<file path="src/rtl/pcie_trafgen_ctrl.sv">
module pcie_trafgen_ctrl #(
  parameter int REG_AW = 12
) (
  input  logic              clk,
  input  logic              rst_n,
  input  logic              reg_wr,
  input  logic [REG_AW-1:0] reg_addr,
  input  logic [31:0]       reg_wdata,
  output logic [31:0]       reg_rdata,
  output logic              req_valid,
  input  logic              req_ready,
  output logic              req_write,
  output logic [63:0]       req_addr,
  output logic [11:0]       req_len,
  output logic [31:0]       req_pattern,
  input  logic              cpl_valid
);
  localparam logic [REG_AW-1:0] OFF_ALO   = REG_AW'('h000);
  localparam logic [REG_AW-1:0] OFF_AHI   = REG_AW'('h004);
  localparam logic [REG_AW-1:0] OFF_BURST = REG_AW'('h008);
  localparam logic [REG_AW-1:0] OFF_CTRL  = REG_AW'('h00C);
  localparam logic [REG_AW-1:0] OFF_PAT   = REG_AW'('h010);
  localparam logic [REG_AW-1:0] OFF_STAT  = REG_AW'('h014);
  localparam logic [REG_AW-1:0] OFF_PERF  = REG_AW'('h058);
  localparam logic [REG_AW-1:0] OFF_WCL   = REG_AW'('h100);
  localparam logic [REG_AW-1:0] OFF_WCH   = REG_AW'('h104);
  localparam logic [REG_AW-1:0] OFF_RCL   = REG_AW'('h108);
  localparam logic [REG_AW-1:0] OFF_RCH   = REG_AW'('h10C);

  logic [31:0] addr_lo, addr_hi, burst, pattern, cur_pat;
  logic [11:0] len;
  logic        dir_wr, pat_inc, no_ainc;
  logic        busy, done, rep_lat, perf_en;
  logic [30:0] remain;
  logic [63:0] cur_addr, wr_cnt, rd_cnt;

  wire [63:0] base   = {addr_hi, addr_lo};
  wire [63:0] step   = {50'd0, len, 2'b00};
  wire        fire   = busy & req_ready;
  wire        go     = reg_wr && reg_addr == OFF_CTRL && reg_wdata[0] && !busy;
  wire        last   = remain == 31'd1;
  wire        cnt_z  = burst[30:0] == 31'd0;
  wire        stop   = fire && ((rep_lat && !burst[31]) || (last && (!rep_lat || cnt_z)));
  wire        reload = fire && last && rep_lat && burst[31] && !cnt_z;

  assign req_valid   = busy;
  assign req_write   = dir_wr;
  assign req_addr    = cur_addr;
  assign req_len     = len;
  assign req_pattern = cur_pat;

  always_ff @(posedge clk) begin
    if (!rst_n) begin
      addr_lo <= '0; addr_hi <= '0; burst <= '0; pattern <= '0; cur_pat <= '0;
      len <= '0; dir_wr <= 1'b0; pat_inc <= 1'b0; no_ainc <= 1'b0;
      busy <= 1'b0; done <= 1'b0; rep_lat <= 1'b0; perf_en <= 1'b0;
      remain <= '0; cur_addr <= '0; wr_cnt <= '0; rd_cnt <= '0;
    end else begin
      if (reg_wr) begin
        case (reg_addr)
          OFF_ALO:   addr_lo <= reg_wdata;
          OFF_AHI:   addr_hi <= reg_wdata;
          OFF_BURST: burst   <= reg_wdata;
          OFF_PAT:   pattern <= reg_wdata;
          OFF_STAT:  if (!reg_wdata[0]) done <= 1'b0;
          OFF_PERF:  perf_en <= reg_wdata[5];
          OFF_CTRL:  if (!busy) begin
                       dir_wr  <= reg_wdata[1];
                       len     <= reg_wdata[13:2];
                       pat_inc <= reg_wdata[16];
                       no_ainc <= reg_wdata[18];
                     end
          default: ;
        endcase
      end
      if (go) begin
        if (cnt_z) done <= 1'b1;
        else       busy <= 1'b1;
        remain   <= burst[30:0];
        rep_lat  <= burst[31];
        cur_addr <= base;
        cur_pat  <= pattern;
      end
      if (fire) begin
        if (stop) begin
          busy <= 1'b0;
          done <= 1'b1;
        end else if (reload) begin
          remain   <= burst[30:0];
          cur_addr <= base;
        end else begin
          remain <= remain - 31'd1;
          if (!no_ainc) cur_addr <= cur_addr + step;
        end
        if (pat_inc) cur_pat <= cur_pat + {20'd0, len};
      end
      if (perf_en) begin
        if (fire && dir_wr) wr_cnt <= wr_cnt + step;
        if (cpl_valid)      rd_cnt <= rd_cnt + 64'd4;
      end
    end
  end

  always_comb begin
    case (reg_addr)
      OFF_ALO:   reg_rdata = addr_lo;
      OFF_AHI:   reg_rdata = addr_hi;
      OFF_BURST: reg_rdata = burst;
      OFF_CTRL:  reg_rdata = {13'd0, no_ainc, 1'b0, pat_inc, 2'b00, len, dir_wr, 1'b0};
      OFF_PAT:   reg_rdata = pattern;
      OFF_STAT:  reg_rdata = {30'd0, busy, done};
      OFF_PERF:  reg_rdata = {26'd0, perf_en, 5'd0};
      OFF_WCL:   reg_rdata = wr_cnt[31:0];
      OFF_WCH:   reg_rdata = wr_cnt[63:32];
      OFF_RCL:   reg_rdata = rd_cnt[31:0];
      OFF_RCH:   reg_rdata = rd_cnt[63:32];
      default:   reg_rdata = '0;
    endcase
  end
endmodule

</file>
<file path="config.mk">
export PLATFORM = sky130hd
export DESIGN_NAME = pcie_trafgen_ctrl
export DESIGN_NICKNAME = d
export VERILOG_FILES = /design/src/rtl/pcie_trafgen_ctrl.sv
export SDC_FILE = /design/constraint.sdc
export NUM_CORES = 1
export LEC_CHECK = 0
export BUFFER_PORTS_ARGS = -buffer_cell sky130_fd_sc_hd__buf_2
export CORE_AREA = 2 2 191 193
export DETAILED_ROUTE_END_ITERATION = 16
export DIE_AREA = 0 0 193 195
export GPL_TIMING_DRIVEN = 0
export PLACE_DENSITY = 0.81
export REMOVE_ABC_BUFFERS = 1
export SYNTH_ARGS = -nofsm -noshare
export SYNTH_HDL_FRONTEND = slang
export SYNTH_SLANG_ARGS = --single-unit
</file>
<file path="constraint.sdc">
create_clock -name clk -period 7.6 [get_ports clk]
set_clock_uncertainty 0.05 [all_clocks]
set_input_delay 0.38 -clock clk [delete_from_list [all_inputs] [get_ports clk]]
set_output_delay 0.38 -clock clk [all_outputs]
set_load 0.05 [all_outputs]
</file>
After elaboration in Yosys (flattened, before gate mapping)
Index checks and enable logic that the tools add are counted.
{"block": "op_classes", "n_eq_ne": 11, "add_sub_neg": 5, "mux": 24, "bitwise_logic": 2, "n_reduce_logical": 27}
{"cell": "case mux 32 bit (11 select lines)", "n": 1}
{"cell": "two-way mux 64 bit", "n": 5}
{"cell": "adder 64 x 14 -> 64 bit", "n": 2}
{"cell": "two-way mux 31 bit", "n": 4}
{"cell": "two-way mux 32 bit", "n": 3}
{"cell": "adder 64 x 3 -> 64 bit, second input constant", "n": 1}
{"cell": "== test 12 x 9 -> 1 bit, second input constant", "n": 4}
{"cell": "adder 32 x 12 -> 32 bit", "n": 1}
{"cell": "== test 31 x 1 -> 1 bit, second input constant", "n": 1}
{"cell": "logical NOT 31 bit", "n": 1}
{"cell": "subtractor 31 x 1 -> 31 bit, second input constant", "n": 1}
{"cell": "== test 12 x 4 -> 1 bit, second input constant", "n": 2}
{"cell": "== test 12 x 5 -> 1 bit, second input constant", "n": 2}
{"cell": "AND reduction 2 bit", "n": 7}
{"cell": "== test 12 x 3 -> 1 bit, second input constant", "n": 1}
{"cell": "== test 12 x 7 -> 1 bit, second input constant", "n": 1}
{"cell": "logical NOT 12 bit", "n": 1}
{"cell": "logical AND 1 bit", "n": 11}
{"cell": "two-way mux 1 bit", "n": 11}
{"cell": "logical NOT 1 bit", "n": 4}
{"cell": "AND reduction 3 bit", "n": 1}
{"cell": "logical OR 1 bit", "n": 2}
{"cell": "AND 1 bit", "n": 1}
{"cell": "inverter 1 bit", "n": 1}
{"block": "totals", "register_bits": 402, "out_inout_bits": 142, "wordCells": 86}

Longest topological paths before layout
{"block": "depth", "ltp_word": 9, "depth_mapped": 11, "ltp_nobuf": 10}

Worst setup path after synthesis
Ideal clock, no wire load.
{"block": "synth_path", "path_type": "input port to output port", "startpoint": "in reg_addr[5]", "endpoint": "out reg_rdata[1]", "arrival_time_ns": 2.706, "slack_ns": 4.464, "n_path_buf": 2, "cell_stages": 7, "cell_sequence": "or2_2 > or3_1 > nor4_1 > clkbuf_1 > clkbuf_1 > a22oi_1 > nand3_1"}
{"block": "synth_via", "elab_chain_len": 2, "elab_cells_between_ends": 12, "cone_classes": "eq/ne: 10; mux: 1; reduce/logical: 1"}
{"item": "start, declared", "line": "7", "rtl": "input logic [REG_AW-1:0] reg_addr,"}
{"item": "== test 12 x 9 -> 1 bit (tied with other cells)", "line": "105", "rtl": "case (reg_addr)"}
{"item": "case mux 32 bit (11 select lines) (*)", "line": "105"}
{"item": "end, declared", "line": "9", "rtl": "output logic [31:0] reg_rdata,"}
Every way passes the cells marked *; elsewhere a longest branch is shown, timed or not.

Worst setup path in the final report
{"block": "layout_path", "startpoint": "reg rd_cnt[2]", "endpoint": "reg rd_cnt[52]"}
{"block": "layout_via", "elab_chain_len": 1}
{"item": "start, declared", "line": "35", "rtl": "logic [63:0] cur_addr, wr_cnt, rd_cnt;"}
{"item": "start signal, assigned", "line": "99", "rtl": "if (cpl_valid) rd_cnt <= rd_cnt + 64'd4;"}
{"item": "adder 64 x 3 -> 64 bit", "line": "99"}
Every way passes these cells.
A chain may end at the register's enable or synchronous reset.

==> impl_metrics.py <==
metrics = {
    "status": {
        "status": "finished, violations left",
        "violations": "capacitance limit, slew limit",
    },
    "drt": {
        "vias": 23600,
        "first_iter_violations": 3116,
        "vias_per_cell": 6.97,
        "drc": 0,
        "routed_wl_um": 86200,
        "dr.pass1.iters": 13,
        "top_layer": "met4",
        "wl_met2_um": 37100,
        "drt-met1-wl_um": 32100,
        "route.detailed.wl_per_inst_um": 25.5,
        "ant_nets": 0,
        "wl_met3_um": 10300,
    },
    "critical_path": {
        "crit_type": "flip-flop to flip-flop",
        "crit_path_top_delay_cell": "nor3_1",
        "cp-start-kind": "flip-flop",
        "critPathBufInv": 0,
        "cp_top_family": "simple AND/OR/NAND/NOR gates",
        "reg2reg_to": "rd_cnt[52]$_SDFFE_PN0P_",
        "reg2reg_slack_ps": 3460,
        "cpPeakStageDelay_ps": 1260,
        "crit_chain": "ha_1 -> and4_1 -> nand4_1 -> nor3_1 -> nand3_1 -> nor4_1 -> xnor2_1 -> nor2_1",
        "required_ps": 7990,
        "crit_path_end_kind": "flip-flop",
        "crit_arrival_ps": 4530,
        "crit_fanout": 9,
        "rr_startpoint": "rd_cnt[2]$_SDFFE_PN0P_",
        "reg2regPathDepth": 8,
        "startpoint": "rd_cnt[2]$_SDFFE_PN0P_",
    },
    "layout": {
        "areaGrowthSynthToFinish_pct": 12.9,
        "final_area_um2": 24500,
        "nets": 2973,
        "post_layout_nonfiller_instances": 3377,
        "final_layout_size_suffix_gt1_share_pct": 12.4,
    },
    "synth": {
        "syn_area_um2": 21700,
        "ys_warn_count": 0,
        "yosys.area.top_type": "dfxtp_1",
        "synthArstFlopShare_pct": 0,
        "synth-seq-cells": 398,
        "synth_top_area_share_pct": 36.7,
        "synth_compound_area_share_pct": 23.6,
        "synth_top_family_by_area": "simple AND/OR/NAND/NOR gates",
        "synthSimpleGateAreaFrac_pct": 25.6,
        "syn-mean-instance-area_um2": 7.76,
        "ys_top_cells_by_area": "dfxtp_1 (37%), nand2_1 (9.5%), a21oi_1 (6.7%)",
        "synthMuxAreaShare_pct": 0.835,
        "synth-edff-count": 0,
        "yosys.cell_types.count": 81,
        "synthCells": 2798,
        "synth_xor_area_share_pct": 6.53,
        "yosysSeqAreaShare_pct": 36.7,
        "synthAdderAreaFrac_pct": 2.52,
        "ys.flop_type": "dfxtp_1",
    },
    "timing": {
        "drv_slew": 8,
        "finalHoldViolations": 0,
        "tightest_slew_ps": 1540,
        "finalSetupViolCount": 0,
        "max-slew-margin-rel_pct": -3.16,
        "rsz0062_at_grt": "no",
        "post-route-min-period_ps": 4140,
        "finalWorstSetupSlack_ps": 3460,
        "period_share_pct": 54.5,
        "fmax_mhz": 241,
    },
    "grt": {
        "grt_max_degree": 123,
        "antenna_found_initial": 3,
        "grt_first_pass_wirelength_um": 129000,
        "grt_pass1_vias": 21600,
        "gr-usage-all-layers_pct": 44.6,
        "grt_overflow": 0,
    },
    "floorplan": {
        "fp.dieW_um": 193,
        "ios": 191,
        "dieHeight_um": 195,
        "initial_core_util_pct": 61.3,
        "die-area_um2": 37600,
        "core_um2": 35400,
        "core.rowCount": 69,
    },
    "clock_network": {
        "ctsHtreeMaxLevel": 2,
        "cts_tree": "done",
        "postCtsHoldBufs": 0,
        "cts_setup_buffers": 0,
        "clk_path_buf_depth": 3,
        "clkSlewWorstSetupHoldPaths_ps": 60,
        "post_cts_resize_count": 0,
        "cts_buffers": 43,
        "clk_latency_ps": 560,
        "cts-root-buf": "clkbuf_16",
        "cts.sinks": 398,
    },
    "pwr": {
        "p_sw_share_pct": 22.3,
        "p_clk_share_pct": 49.8,
        "p_sw_w": 0.000968,
        "pwr_density_cell_nw_per_um2": 177,
        "total_power_w": 0.00433,
        "combPwrFrac_pct": 2.1,
        "p_seq_share_pct": 48.1,
        "internal_power_w": 0.00337,
        "power.leakage_nw": 8.84,
        "irDropWorstVdd_mv": 0.192,
    },
    "hold_path": {
        "worstHoldPathCells": 3,
        "hold_start": "reg_wdata[29]",
        "holdPathEnd": "pattern[29]$_SDFFE_PN0P_",
        "hold_class": "input pin to flip-flop",
    },
    "placement": {
        "gp_congestion": 1.01,
        "placedCellCount": 3298,
        "preCtsSetupSlack_ps": 3640,
        "dp_hpwl_um": 61800,
        "placed_area_um2": 23100,
        "portBuffers": 190,
    },
    "job": {
        "drv_cap": 2,
    },
}
[sequential cells by signal (all words and copies together), names as in the netlist]
signal and count:
req_valid 1, done 1, addr_hi 32, req_write 1, pat_inc 1, wr_cnt 62
req_len 12, remain 31, burst 32, rd_cnt 62, req_addr 64, addr_lo 32
rep_lat 1, perf_en 1, req_pattern 32, pattern 32, no_ainc 1
[cell usage in the layout (no fill, tap or decap), types with 8 or more instances in the layout]
cell type,Yosys,routed
mux2i_1,17,17
xnor2_1,105,105
o221ai_1,10,10
clkbuf_16,0,43
ha_1,39,39
or4_1,9,8
dfxtp_1,398,397
nor4_1,46,42
buf_2,10,189
inv_1,39,39
nor3_1,39,37
buf_4,3,15
buf_6,3,11
a21o_1,17,16
o21ai_0,92,91
and2_1,23,26
a211oi_1,41,41
nand4_1,74,74
clkbuf_8,0,8
a221oi_2,24,24
or3_1,25,25
nand2b_1,14,14
a22o_1,21,21
a2111oi_0,11,11
xor2_1,57,57
a22oi_1,68,68
a221oi_1,21,21
a21oi_1,290,288
nor2_1,197,191
a311oi_1,15,15
a31oi_1,16,16
and3_1,37,37
clkbuf_1,166,13
and4_1,13,13
o21a_1,16,16
nand3_1,125,125
nand2_1,551,550
a222oi_1,51,51
[per-stage QoR]
step | util (%) | hold slack (ps) | TNS [ps]
finish | 69.2 | 69.8 | 0
global route | 69.2 | 76.9 | 0
CTS | 69.2 | 50.8 | 0
detailed placement | 65.2 | 418 | 0
global placement | 63.5 | 411 | -1369220
floorplan | - | 392 | 0
[synthesized netlist by cell type, types with 6 or more instances]
library cell	number
a21o_1	17
o211ai_1	7
o221ai_1	10
a222oi_1	51
a31oi_1	16
and3_1	37
a22o_1	21
a2111oi_0	11
nor2b_1	7
a221oi_2	24
and2_1	23
nand2b_1	14
a21oi_1	290
a221oi_1	21
xor2_1	57
o21a_1	16
xnor2_1	105
o21ai_0	92
a22oi_1	68
and4_1	13
ha_1	39
nor3_1	39
buf_2	10
nand4b_1	7
a311oi_1	15
or4_1	9
inv_1	39
clkbuf_1	166
dfxtp_1	398
nor2_1	197
a211oi_1	41
nor4_1	46
mux2i_1	17
nand4_1	74
nand3_1	125
nand2_1	551
or3_1	25
nand3b_1	6
[layout make-up]
class                   instances  area [um2]
multi-input cells            2173       13000
fillers                      3002       10900
flip-flops and latches        398        7970
repair buffers                226        1430
clock buffers                  64        1230
well taps                     461         577
clock inverters                13         178
inverters                      40         155
diodes                          2        5.00
[logic make-up (layout without fill, tap and decap cells)]
kind of cell    Yosys count  in the layout
flops                   398            398
other cells               0              2
buf+inv                 227            343
mux                      18             18
xor+xnor                162            162
fa+ha+maj                42             42
simple gates           1200           1200
compound gates          751            751
[how the worst max path moves through the flow]
stage | endpoint | slack, ps | cells past startpoint
floorplan | wr_cnt[12]$_SDFFE_PN0P_ | 620 | 4
global placement | wr_cnt[12]$_SDFFE_PN0P_ | -5010 | 5
detailed placement | req_addr[18]$_SDFF_PN0_ | 3640 | 7
CTS | req_addr[41]$_SDFF_PN0_ | 3610 | 7
global route | req_addr[42]$_SDFF_PN0_ | 3310 | 7
finish | rd_cnt[52]$_SDFFE_PN0P_ | 3460 | 8
[routing by layer]
layer,up-vias,global-route usage [%]
li1,10400,-
met1,11200,57.7
met5,-,0
met2,1675,67.3
met3,331,8.93
met4,0,29.3
[power groups by stage]
stage | combinational, W | clock, W | sequential [W]
6_report | 0.0000905 | 0.00216 | 0.00209
5_1_grt | 0.0000931 | 0.00223 | 0.00208
4_1_cts | 0.0000863 | 0.00215 | 0.00209
3_5_place_dp | 0.0000859 | 0 | 0.00213
3_3_place_gp | 0.0000829 | 0 | 0.00213
2_1_floorplan | 0.0000307 | 0 | 0.00213
[tightest hold or removal path: cells and delay by family]
family | cells | cell delay [ps]
AOI/OAI and AO/OA | 1 | 50
buffers and inverters | 1 | 130
and+or+nand+nor | 1 | 60
No activity file was read; power rests on OpenSTA's default activity.
